$ cat src/rtl/rmw_pkg.sv
package rmw_pkg;
  localparam int SIZE_W = 2;

  localparam logic [1:0] REGION_PERIPH = 2'b10;
  localparam logic [2:0] OPC_AND       = 3'b001;
  localparam logic [2:0] OPC_OR        = 3'b010;

  typedef enum logic [1:0] {
    PH_IDLE  = 2'd0,
    PH_READ  = 2'd1,
    PH_WRITE = 2'd2
  } phase_t;

  typedef struct packed {
    logic capture;
    logic issueRead;
    logic latchResult;
    logic issueWrite;
  } strobe_t;

  function automatic logic isSupportedOp(input logic [4:0] tag);
    return (tag[4:3] == REGION_PERIPH) &&
           ((tag[2:0] == OPC_AND) || (tag[2:0] == OPC_OR));
  endfunction
endpackage

$ cat src/rtl/rmw_ctrl.sv
module rmw_ctrl
  import rmw_pkg::*;
(
  input  logic       clk,
  input  logic       rstN,
  input  logic       mValid,
  input  logic       mWrite,
  input  logic [4:0] mTag,
  input  logic       sReady,
  output strobe_t    str,
  output phase_t     phase,
  output logic       mReady,
  output logic       sValid
);
  phase_t phaseNext;
  logic   engage;

  assign engage = (phase == PH_IDLE) && mValid && mWrite && isSupportedOp(mTag);

  always_comb begin
    phaseNext = phase;
    unique case (phase)
      PH_IDLE:  if (engage) phaseNext = PH_READ;
      PH_READ:  if (sReady) phaseNext = PH_WRITE;
      PH_WRITE: if (sReady) phaseNext = PH_IDLE;
      default:  phaseNext = PH_IDLE;
    endcase
  end

  always_ff @(posedge clk or negedge rstN) begin
    if (!rstN) phase <= PH_IDLE;
    else       phase <= phaseNext;
  end

  always_comb begin
    str.capture     = engage;
    str.issueRead   = (phase == PH_READ);
    str.latchResult = (phase == PH_READ) && sReady;
    str.issueWrite  = (phase == PH_WRITE);
  end

  always_comb begin
    unique case (phase)
      PH_IDLE: begin
        sValid = mValid && !engage;
        mReady = engage ? 1'b0 : sReady;
      end
      PH_READ: begin
        sValid = 1'b1;
        mReady = 1'b0;
      end
      default: begin
        sValid = 1'b1;
        mReady = sReady;
      end
    endcase
  end
endmodule

$ cat src/rtl/rmw_datapath.sv
module rmw_datapath
  import rmw_pkg::*;
#(
  parameter int          ADDR_W     = 32,
  parameter int          DATA_W     = 32,
  parameter logic [31:0] STRIP_MASK = 32'hE00F_FFFF
) (
  input  logic              clk,
  input  logic              rstN,
  input  strobe_t           str,
  input  logic [ADDR_W-1:0] mAddr,
  input  logic              mWrite,
  input  logic [SIZE_W-1:0] mSize,
  input  logic [DATA_W-1:0] mWdata,
  input  logic [DATA_W-1:0] sRdata,
  output logic [ADDR_W-1:0] sAddr,
  output logic              sWrite,
  output logic [SIZE_W-1:0] sSize,
  output logic [DATA_W-1:0] sWdata
);
  localparam int LANES   = DATA_W / 8;
  localparam int LANE_AW = $clog2(LANES);

  logic [ADDR_W-1:0] strippedAddr;
  logic [ADDR_W-1:0] capAddr;
  logic [SIZE_W-1:0] capSize;
  logic              capIsOr;
  logic [DATA_W-1:0] capData;
  logic [DATA_W-1:0] result;
  logic [DATA_W-1:0] merged;
  logic [LANES-1:0]  laneEn;

  assign strippedAddr = mAddr & ADDR_W'(STRIP_MASK);

  always_ff @(posedge clk or negedge rstN) begin
    if (!rstN) begin
      capAddr <= '0;
      capSize <= '0;
      capIsOr <= 1'b0;
      capData <= '0;
    end else if (str.capture) begin
      capAddr <= strippedAddr;
      capSize <= mSize;
      capIsOr <= (mAddr[28:26] == OPC_OR);
      capData <= mWdata;
    end
  end

  always_comb begin
    for (int i = 0; i < LANES; i++) begin
      laneEn[i] = ((i >> capSize) == (int'(capAddr[LANE_AW-1:0]) >> capSize));
    end
  end

  for (genvar g = 0; g < LANES; g++) begin : g_lane
    logic [7:0] rdLane;
    logic [7:0] opLane;
    assign rdLane = sRdata[g*8 +: 8];
    assign opLane = capData[g*8 +: 8];
    assign merged[g*8 +: 8] = !laneEn[g] ? rdLane :
                              (capIsOr ? (rdLane | opLane) : (rdLane & opLane));
  end

  always_ff @(posedge clk or negedge rstN) begin
    if (!rstN)                result <= '0;
    else if (str.latchResult) result <= merged;
  end

  always_comb begin
    if (str.issueRead) begin
      sAddr  = capAddr;
      sWrite = 1'b0;
      sSize  = capSize;
      sWdata = '0;
    end else if (str.issueWrite) begin
      sAddr  = capAddr;
      sWrite = 1'b1;
      sSize  = capSize;
      sWdata = result;
    end else begin
      sAddr  = (mWrite && (mAddr[30:29] == REGION_PERIPH)) ? strippedAddr : mAddr;
      sWrite = mWrite;
      sSize  = mSize;
      sWdata = mWdata;
    end
  end
endmodule

$ cat src/rtl/rmw_decorator.sv
module rmw_decorator
  import rmw_pkg::*;
#(
  parameter int          ADDR_W     = 32,
  parameter int          DATA_W     = 32,
  parameter logic [31:0] STRIP_MASK = 32'hE00F_FFFF
) (
  input  logic              clk,
  input  logic              rstN,
  input  logic              mValid,
  input  logic              mWrite,
  input  logic [ADDR_W-1:0] mAddr,
  input  logic [1:0]        mSize,
  input  logic [DATA_W-1:0] mWdata,
  output logic              mReady,
  output logic [DATA_W-1:0] mRdata,
  output logic              sValid,
  output logic              sWrite,
  output logic [ADDR_W-1:0] sAddr,
  output logic [1:0]        sSize,
  output logic [DATA_W-1:0] sWdata,
  input  logic              sReady,
  input  logic [DATA_W-1:0] sRdata
);
  strobe_t str;
  phase_t  phase;

  rmw_ctrl u_ctrl (
    .clk    (clk),
    .rstN   (rstN),
    .mValid (mValid),
    .mWrite (mWrite),
    .mTag   (mAddr[30:26]),
    .sReady (sReady),
    .str    (str),
    .phase  (phase),
    .mReady (mReady),
    .sValid (sValid)
  );

  rmw_datapath #(
    .ADDR_W     (ADDR_W),
    .DATA_W     (DATA_W),
    .STRIP_MASK (STRIP_MASK)
  ) u_dp (
    .clk    (clk),
    .rstN   (rstN),
    .str    (str),
    .mAddr  (mAddr),
    .mWrite (mWrite),
    .mSize  (mSize),
    .mWdata (mWdata),
    .sRdata (sRdata),
    .sAddr  (sAddr),
    .sWrite (sWrite),
    .sSize  (sSize),
    .sWdata (sWdata)
  );

  assign mRdata = sRdata;
endmodule

$ cat config.mk
export PLATFORM = sky130hd
export DESIGN_NAME = rmw_decorator
export DESIGN_NICKNAME = d
export VERILOG_FILES = /design/src/rtl/rmw_pkg.sv /design/src/rtl/rmw_ctrl.sv /design/src/rtl/rmw_datapath.sv /design/src/rtl/rmw_decorator.sv
export SDC_FILE = /design/constraint.sdc
export NUM_CORES = 1
export LEC_CHECK = 0
export CAP_MARGIN = 0
export CORE_MARGIN = 5
export CORE_UTILIZATION = 50
export DETAILED_ROUTE_END_ITERATION = 10
export DONT_BUFFER_PORTS = 1
export GPL_TIMING_DRIVEN = 1
export PLACE_DENSITY = 0.75
export SLEW_MARGIN = 20
export SYNTH_ARGS = -nofsm -noshare
export SYNTH_HDL_FRONTEND = slang
export SYNTH_HIERARCHICAL = 1
export SYNTH_SLANG_ARGS = --single-unit
$ cat constraint.sdc
create_clock -name clk -period 1.8 [get_ports clk]
set_input_delay 0.27 -clock clk [delete_from_list [all_inputs] [get_ports clk]]
set_output_delay 0.27 -clock clk [all_outputs]
set_load 0.05 [all_outputs]
* After elaboration in Yosys (flattened, before gate mapping)
Cells that the tools add are included.
Widths: inputs -> output; s select.
** Storage, ports and cells
- Word-level logic and storage cells :: 66
- Flip-flop bits (word level) :: 92
- Output and inout port bits :: 101
- Bits of input ports :: 103
** Operators by class
- Eq/ne operators :: 12
- Mux-type cells :: 24
- Shift-type cells :: 5
- Reduce and logical (&&, ||, !) cells :: 11
- Bitwise gates (word level) :: 8
** Operators by type and width (number)
- $eq 32x32->1 :: 4
- $mux 32 :: 4
- $mux 8 :: 8
- $shr 1x2->32 const A :: 2
- $shr 2x2->32 const A :: 2
- $and 8x8->8 :: 4
- $or 8x8->8 :: 4
- $shr 2x2->32 :: 1
- $mux 29 :: 1
- $mux 2 :: 5
- $logic_and 1x1->1 :: 7
- $pmux 2 s3 :: 1
- $eq 2x2->1 const B :: 2
- $mux 1 :: 4
- $ne 2x2->1 const B :: 2
- $eq 3x1->1 const B :: 1
- $eq 3x2->1 const B :: 1
- $reduce_and 3->1 :: 1
- $eq 2x1->1 const B :: 1
- $logic_not 2->1 :: 1
- $ne 2x1->1 const B :: 1
- $pmux 1 s2 :: 1
- $logic_not 1->1 :: 1
- $logic_or 1x1->1 :: 1

* Logic depth before layout (Yosys ltp)
Gate-level depths: netlist of run 1.
- Depth in word-level cells :: 7
- Mapped depth :: 7
- Gate-level depth less buffers :: 5

* Modules after synthesis
Netlist of run 1, hierarchy kept.
** Modules (own cells, without submodules)
- rmw_datapath :: times used 1, area an instance 5136.2 µm², cells an instance 482, seq. area each 2252.2 µm²
- rmw_decorator :: times used 1, area an instance 240.2 µm², cells an instance 32, seq. area each 0.0 µm²
- rmw_ctrl :: times used 1, area an instance 171.4 µm², cells an instance 17, seq. area each 50.0 µm²

* Worst setup path before layout of run 1
OpenSTA, ideal clock, no wires.
- Path kind :: reg2out
- From :: reg u_ctrl.phase[1]
- To :: out sAddr[1]
- Data required time :: 1.530 ns
- Stages on the path, launching flop included :: 6
- Arrival time :: 2.163 ns
- Path slack :: -0.633 ns
- Buffers on the path :: 2
- Path through :: dfrtp_1 -> and2b_1 -> buf_2 -> nor2_4 -> buf_2 -> o21ai_0
** RTL lines
- start: declaration :: RTL line rmw_ctrl.sv:11 : output phase_t phase,
- start signal: assignment :: RTL line rmw_ctrl.sv:32 : else phase <= phaseNext;
- end: declaration :: RTL line rmw_decorator.sv:19 : output logic [ADDR_W-1:0] sAddr,

==> results of run 1 <==
==> sequential cells by signal, indices dropped and copies added, names as in the netlist <==
| register | count |
|---|---|
| u_dp/capData | 32 |
| u_dp/result | 32 |
| u_dp/capAddr | 23 |
| u_ctrl/phase | 2 |
| u_dp/capSize | 2 |
| u_dp/capIsOr | 1 |
==> timing repair <==
item	CTS	global route
endpoints found under the hold margin	93	92
buffers inserted	4	6
cloned	2	11
gates resized for setup	62	24
pin swaps	10	1
endpoints found under the setup margin	69	119
==> how the worst max path moves through the flow <==
stage,cells past startpoint,slack [ps],end,start
after floorplan,5,-250,sWdata[4],u_ctrl/phase[1]
final,6,-320,sAddr[18],u_ctrl/phase[0]
after global placement,4,20,sAddr[3],u_ctrl/phase[1]
after detailed placement,4,-10,sAddr[31],u_ctrl/phase[1]
after global routing,6,-400,sAddr[9],u_ctrl/phase[0]
after CTS,4,-340,sAddr[0],u_ctrl/phase[1]
==> cells in the final DEF, fill, tap and decap left out, types with 2 or more instances in the layout <==
cell type  synthesis  routed
dfrtp_1           92      91
mux2_2            78      56
o211ai_1          32      32
a21oi_1           26      26
buf_4             35      25
o2111ai_1         24      24
nand3_1           24      24
mux2_4             0      23
buf_6              1      22
nor2_4             1      19
mux2i_4            0      17
buf_12             0      16
nand4_1           16      16
o211a_1           16      16
nand2_1           14      14
mux2i_1           32      14
nor2_1            35      14
inv_1             11      11
clkbuf_8           0      10
and2_4             1      10
o21ai_0           12      10
clkbuf_16          0       9
a311o_1            8       8
clkbuf_1          18       3
nor2_2             0       3
buf_16             0       2
o21ai_2            0       2
==> report_power, final <==
part	switching (W)	total, W	leakage [nW]	internal [W]
clock network	0.000694	0.00121	0.0754	0.000520
logic	0.00119	0.00203	1.84	0.000848
registers	0.000417	0.00296	1.18	0.00254
total	0.00230	0.00621	3.10	0.00391
==> area by class of cell <==
class / count / area (sq um) / area share
Clock buffer: 13 / 149 / 0.0213
Inverter: 12 / 45.0 / 0.00645
Multi-Input combinational cell: 348 / 3250 / 0.465
Sequential cell: 92 / 2300 / 0.330
Tap cell: 140 / 175 / 0.0251
Timing Repair Buffer: 76 / 1060 / 0.152
==> critical path, delay by kind of cell (launching register included) <==
kind,cells,cell delay (ps)
DFF,1,410
buffers and inverters,3,480
muxes,1,390
and+or+nand+nor,2,190
==> metrics by stage <==
stage	worst slack, ps	setup TNS (ps)	power [W]
after CTS	-336	-19910	0.00615
after detailed placement	-13.9	-76.9	0.00480
final	-319	-21790	0.00621
after global placement	15.4	0	0.00471
after global routing	-396	-29240	0.00652
after floorplan	-247	-3660	0.00447
==> metal layers <==
layer,part of all wire,global-route usage,up-vias,routed length [microns]
met4,0.023,0.0939,0,376
met2,0.50,0.371,240,8350
li1,-,-,1969,-
met5,0,0,-,0
met1,0.38,0.294,2240,6270
met3,0.096,0.0805,41,1580
==> cells by family (layout without fill, tap and decap cells) <==
| logic type | after synthesis | in the layout | share of synthesized area |
|---|---|---|---|
| AOI/OAI and AO/OA | 126 | 127 | 0.173 |
| xor gates and xnor gates | 1 | 1 | 0.00158 |
| buffers and inverters | 92 | 101 | 0.0925 |
| DFF | 92 | 92 | 0.415 |
| muxes | 111 | 111 | 0.218 |
| and+or+nand+nor | 109 | 109 | 0.0999 |
==> metrics.yaml, run 1 <==
clk_pin_slew_ps: 90
grt_pass1_wl_mm: 24.5
setup_ws_ps: -319
fmax_ghz: 0.472
dieHeight_microns: 115
drt_first_pass_iters: 5
clockBufferDepth: 2
grt_max_degree: 93
synth.distinct_cells: 41
cts_hold_buf: 1
utilization: 0.644
gp_congestion: 0.751
max_stage_delay_ps: 410
crit_fanout: 13
ant_nets: 0
slew_viol_final: 0
design_area_sq_mm: 0.00698
num-fill-cells: 818
areaGrowthSynthToFinish_pct: 25.9
place_inst: 644
antenna_found_initial: 0
avgRoutedWirePerCell_microns: 24.4
synth_fp_nets: 634
diodes: 0
timing.final.crit_share: 1.18
drv_cap: 0
ys_warn_count: 6
netlist_top_cells_area: "dfrtp_1, mux2_2, mux2i_1"
async_reset_ff_frac: 1.00
worstPathRequired_ps: 1530
synth.top_cell.area_share: 0.415
htreeDepth: 3
cts_sinks: 92
rr_worst_depth: 6
clock_latency_ps: 370
fin_nets: 642
row_count: 38
peakVddDrop_v: 0.000650
drc: 0
failed_checks: "negative hold slack, negative setup slack"
regToRegStartpoint: "u_ctrl/phase[0]"
placedInstanceArea_sq_mm: 0.00605
stdcell_count: 681
yosys.area.top_type: "dfrtp_1"
outcome: "finished with violations"
drive_gt1_frac: 0.418
start_kind: "flop"
syn_inst: 531
vias: 4490
critPathArrivalTime_ps: 1850
final_hold_viol_count: 92
worst_setup_path_end_kind: "output pin"
rsz0062_at_grt: "yes"
yosys_register_bits: 92
cts_root_buf: "clkbuf_8"
cp_cell_sequence: "buf_6 > nor2b_4 > buf_12 > nor2_4 > clkbuf_16 > mux2_4"
drtIter0Drc: 390
place_hpwl_mm: 10.4
cts_buffers: 9
critPathSlowestCell: "dfrtp_1"
power_density_mw_per_mm2: 889
maxSlewHeadroom: 0.694
coreArea_sq_mm: 0.0108
grt_usage: 0.234
ys_seq_area_frac: 0.415
setup_violations: 125
die_w_microns: 115
tritoncts: "done"
ioPinCount: 204
leakagePower_nw: 3.10
fin_skew_ps: 9.98
hold_slack_ps: -413
totalWireLength_mm: 16.6
die-area_sq_mm: 0.0133
synthFlopType: "dfrtp_1"
fin_crit_ps: 2120
vias_per_cell: 6.59
max_slew.worst_pin.slew_ps: 459
grt_pass1_vias: 4550
critPathKind: "flop to output pin"
synth_area_sq_mm: 0.00555
hold_path.class: "input pin to asynchronous set/reset pin"
r2r_slack_ps: -80
start_util: 0.512
port_buffers: 0
yosysMostFrequentCell: "dfrtp_1"
avgSynthCellArea_sq_um: 10.4
worstReg2RegEnd: "u_dp/capData[30]"
overflow: 0
synth_edf_count: 0
synth_top_cells_by_count: "dfrtp_1, mux2_2, buf_4, nor2_1"
No activity file was read; power rests on OpenSTA's default activity.
==> inputs of run 2 (changes only) <==
Settings changed: CORE_MARGIN 5 to 8.
==> run 2 against run 1 <==
  * The run still ends with negative hold slack, negative setup slack left
  * Largest cell class unchanged
  * Sequential share of layout area is 2.6 points lower
  * Largest power group unchanged
  * Critical endpoint is now sAddr[17]
  * Clock skew down 1.1 ps
  * Cell area grew 8.5%
  * Routed wire length is 16% higher
==> metrics.yaml, run 2 (synthesis gave the netlist of run 1 again) <==
stdcell_count: 706
vias: 4699
cp_cell_sequence: "and2b_2 > nor2_4 > clkbuf_16 > mux2_4"
clock_latency_ps: 370
fmax_ghz: 0.462
setup_violations: 127
timing.final.crit_share: 1.20
place_hpwl_mm: 10.7
grt_usage: 0.227
worst_setup_path_end_kind: "output pin"
worstPathRequired_ps: 1530
gp_congestion: 0.754
hold_slack_ps: -415
cts_root_buf: "clkbuf_8"
drtIter0Drc: 429
drive_gt1_frac: 0.452
drc: 0
hold_path.class: "input pin to asynchronous set/reset pin"
cts_buffers: 9
drv_cap: 0
cts_sinks: 92
clockBufferDepth: 2
reg.largest.list: "u_dp/capData x32, u_dp/result x32, u_dp/capAddr x23"
setup_ws_ps: -363
r2r_slack_ps: -260
die_w_microns: 121
critPathSlowestCell: "dfrtp_2"
failed_checks: "negative hold slack, negative setup slack"
final_common_cell: "dfrtp_1"
grt_pass1_wl_mm: 26.2
clk_pin_slew_ps: 90
ant_nets: 0
grt_pass1_vias: 4611
diodes: 0
coreArea_sq_mm: 0.0108
start_util: 0.512
htreeDepth: 3
drt_first_pass_iters: 5
critPathKind: "flop to output pin"
areaGrowthSynthToFinish_pct: 36.6
worstReg2RegEnd: "u_dp/capData[25]"
rsz0062_at_grt: "yes"
grt_max_degree: 93
critPathArrivalTime_ps: 1890
design_area_sq_mm: 0.00758
regToRegStartpoint: "u_ctrl/phase[0]"
overflow: 0
antenna_found_initial: 0
tritoncts: "done"
power_w: 0.00660
num-fill-cells: 745
start_kind: "flop"
place_inst: 653
multiInputGateArea_sq_mm: 0.00345
fin_skew_ps: 8.83
cp_top_family: "flip-flops"
avgRoutedWirePerCell_microns: 27.3
maxSlewHeadroom: 0.564
dieHeight_microns: 121
fin_crit_ps: 2160
totalWireLength_mm: 19.3
slew_viol_final: 0
placedInstanceArea_sq_mm: 0.00628
leakagePower_nw: 3.41
final_cell_mix: "dfrtp_1, mux2_4, o211ai_1"
die-area_sq_mm: 0.0147
rr_worst_depth: 7
peakVddDrop_v: 0.000569
max_stage_delay_ps: 450
ioPinCount: 204
max_slew.worst_pin.slew_ps: 651
port_buffers: 0
vias_per_cell: 6.66
row_count: 38
outcome: "finished with violations"
crit_fanout: 13
crit_start: "u_ctrl/phase[0]"
final_hold_viol_count: 92
fin_nets: 665
dp_slack_ps: 5.92
cp_num_buf_inv: 1
seqCellArea_sq_mm: 0.00230
power_density_mw_per_mm2: 871
[run 2: layer usage]
metal  global-route usage  wire length (microns)  up-vias  part of all wire
met2                0.377                   9760      262              0.51
li1                     -                      -     2013                 -
met1                0.261                   7250     2395              0.38
met3               0.0847                   1950       29              0.10
met4               0.0833                    353        0             0.018
met5                    0                      0        -                 0
[run 2: per-stage QoR]
| stage | utilization | setup TNS [ps] |
|---|---|---|
| global placement | 0.579 | 0 |
| finish | 0.699 | -31540 |
| CTS | 0.643 | -18200 |
| global route | 0.699 | -36380 |
| floorplan | - | -3660 |
| detailed placement | 0.579 | 0 |
[run 2: worst max path at each step]
stage                 to  slack (ps)  cells past startpoint
4_1_cts         sAddr[0]        -310                      5
5_1_grt        sAddr[17]        -400                      4
3_3_place_gp    sAddr[3]          40                      4
2_1_floorplan  sWdata[4]        -250                      5
3_5_place_dp    sAddr[3]           6                      4
6_report       sAddr[17]        -360                      4
[run 2: area by class of cell]
cell class,count,share of cell area
Sequential cell,92,0.304
Inverter,12,0.00594
Clock inverter,2,0.00132
Tap cell,140,0.0231
Multi-Input combinational cell,349,0.455
Timing Repair Buffer,98,0.190
Clock buffer,13,0.0210
[run 2: power breakdown]
group          internal, W  total (W)  switching [W]
Clock             0.000568    0.00129       0.000725
Combinational      0.00105    0.00233        0.00128
Sequential         0.00254    0.00297       0.000428
[run 2: what timing repair did]
action | 4_1_cts | 5_1_grt
resized for setup | 77 | 71
endpoints found under the setup margin | 69 | 129
buffers inserted | 9 | 13
pin swaps | 11 | 5
endpoints found under the hold margin | 92 | 92
gates cloned | 5 | 12
==> inputs of run 3 (changes only) <==
Settings changed: PLACE_DENSITY 0.75 to 0.69, SKIP_LAST_GASP from default to 1.
==> run 3 against run 2 <==
  * The run still ends with negative hold slack, negative setup slack left
  * Worst hold slack worse by 1.4 ps
  * Critical path depth is 2 higher
  * Sequential cell count stayed put
  * Sequential share of layout area is 0.40 points lower
  * Non-clock buffer count is 10 higher
  * Critical endpoint is now sWdata[14]
  * Highest routed layer unchanged
  * Routed wire length is 6.4% lower
  * Clock skew is 2.3 ps higher
  * Global-route usage is 0.81 points lower
==> metrics.yaml, run 3 (synthesis gave the netlist of run 1 again) <==
final_cell_mix: "dfrtp_1, mux2_4, buf_4"
ioPinCount: 204
fin_crit_ps: 2150
num-fill-cells: 754
antenna_found_initial: 0
failed_checks: "negative hold slack, negative setup slack"
fin_nets: 674
place_inst: 657
worst_setup_path_end_kind: "output pin"
cp_num_buf_inv: 3
peakVddDrop_v: 0.000702
final_common_cell: "dfrtp_1"
setup_ws_ps: -354
drv_cap: 0
timing.final.crit_share: 1.20
tritoncts: "done"
rsz0062_at_grt: "yes"
placedInstanceArea_sq_mm: 0.00633
fmax_ghz: 0.464
max_stage_delay_ps: 420
worstPathRequired_ps: 1530
clk_pin_slew_ps: 90
drc: 0
maxSlewHeadroom: 0.542
final_hold_viol_count: 92
totalWireLength_mm: 18.1
drive_gt1_frac: 0.470
overflow: 0
clock_latency_ps: 370
clockBufferDepth: 2
highest_layer: "met4"
cp_top_family: "buffers and inverters"
critPathSlowestCell: "dfrtp_1"
critPathKind: "flop to output pin"
critPathArrivalTime_ps: 1880
drt_first_pass_iters: 4
max_slew.worst_pin.slew_ps: 688
htreeDepth: 3
detailroute.wirelength.met2_mm: 9.11
cp_cell_sequence: "nor2b_4 > buf_6 > clkbuf_16 > mux2i_4 > nor2_4 > buf_12"
hold_slack_ps: -417
start_kind: "flop"
hold_path.class: "input pin to asynchronous set/reset pin"
fin_skew_ps: 11.1
grt_max_degree: 93
row_count: 38
cts_root_buf: "clkbuf_8"
wl_met1_mm: 6.79
place_hpwl_mm: 10.6
port_buffers: 0
r2r_slack_ps: -220
vias: 4627
dieHeight_microns: 121
die-area_sq_mm: 0.0147
reg.largest.list: "u_dp/capData x32, u_dp/result x32, u_dp/capAddr x23"
grt_pass1_vias: 4643
slew_viol_final: 0
outcome: "finished with violations"
leakagePower_nw: 3.46
ant_nets: 0
stdcell_count: 716
design_area_sq_mm: 0.00768
grt_pass1_wl_mm: 25.5
avgRoutedWirePerCell_microns: 25.3
start_util: 0.512
route.met3.wl_mm: 1.75
crit_fanout: 6
drtIter0Drc: 334
die_w_microns: 121
cts_buffers: 9
grt_usage: 0.219
gp_congestion: 0.772
diodes: 0
vias_per_cell: 6.46
areaGrowthSynthToFinish_pct: 38.4
cts_sinks: 92
setup_violations: 142
coreArea_sq_mm: 0.0108
power_density_mw_per_mm2: 878
run 3: cell count changes in the layout (fill, tap and decap cells not counted), moves of 3 or more:
cell     delta
buf_6       +6
nor2_2      +3
mux2_2      +5
mux2i_1     -4
buf_4       +3
mux2i_2     +3
mux2_4      -5
run 3: layout make-up:
| cell class | instances | area, sq um | area share |
|---|---|---|---|
| clock buffers | 12 | 145 | 0.0189 |
| clock inverters | 4 | 50.0 | 0.00652 |
| inverters | 12 | 45.0 | 0.00587 |
| multi-input cells | 348 | 3440 | 0.447 |
| flip-flops and latches | 92 | 2300 | 0.300 |
| well taps | 140 | 175 | 0.0228 |
| repair buffers | 108 | 1520 | 0.198 |
run 3: routing by layer:
layer  up-vias  GRT usage
met1      2332      0.251
met4         0     0.0887
met3        33     0.0800
met2       230      0.362
li1       2032          -
met5         -          0
run 3: path summary, 6_finish.rpt:
path	startpoint	endpoint	cells past startpoint
hold reg to reg	u_dp/result[28]	u_dp/result[28]	2
setup reg to reg	u_ctrl/phase[1]	u_dp/capAddr[17]	8
setup / recovery	u_ctrl/phase[1]	sWdata[14]	6
min in group clk	mSize[1]	u_dp/capSize[1]	2
max in group asynchronous	rstN	u_dp/capAddr[15]	0
hold / removal	rstN	u_dp/capData[14]	0
run 3: where the power goes:
part | leakage [nW] | internal, W | total, W | switching, W
clock | 0.0926 | 0.000680 | 0.00144 | 0.000761
combinational | 2.18 | 0.00108 | 0.00234 | 0.00125
sequential | 1.18 | 0.00254 | 0.00297 | 0.000426
total | 3.46 | 0.00431 | 0.00675 | 0.00244
run 3: through the flow:
stage	setup WS, ps	hold WS, ps	util	setup TNS (ps)	power [W]
6_report	-354	-417	0.708	-30760	0.00675
5_1_grt	-433	-443	0.708	-42400	0.00702
4_1_cts	-329	-432	0.644	-18260	0.00650
3_5_place_dp	-1.81	-21.7	0.584	-2.44	0.00492
3_3_place_gp	26.2	-22.0	0.584	0	0.00484
2_1_floorplan	-247	-25.6	-	-3660	0.00447
run 3: repair_timing:
action / 4_1_cts / 5_1_grt
gates resized for setup: 70 / 87
cloned: 4 / 8
endpoints found under the hold margin: 92 / 92
pin swaps: 11 / 5
buffers inserted: 10 / 23
endpoints found under the setup margin: 85 / 115
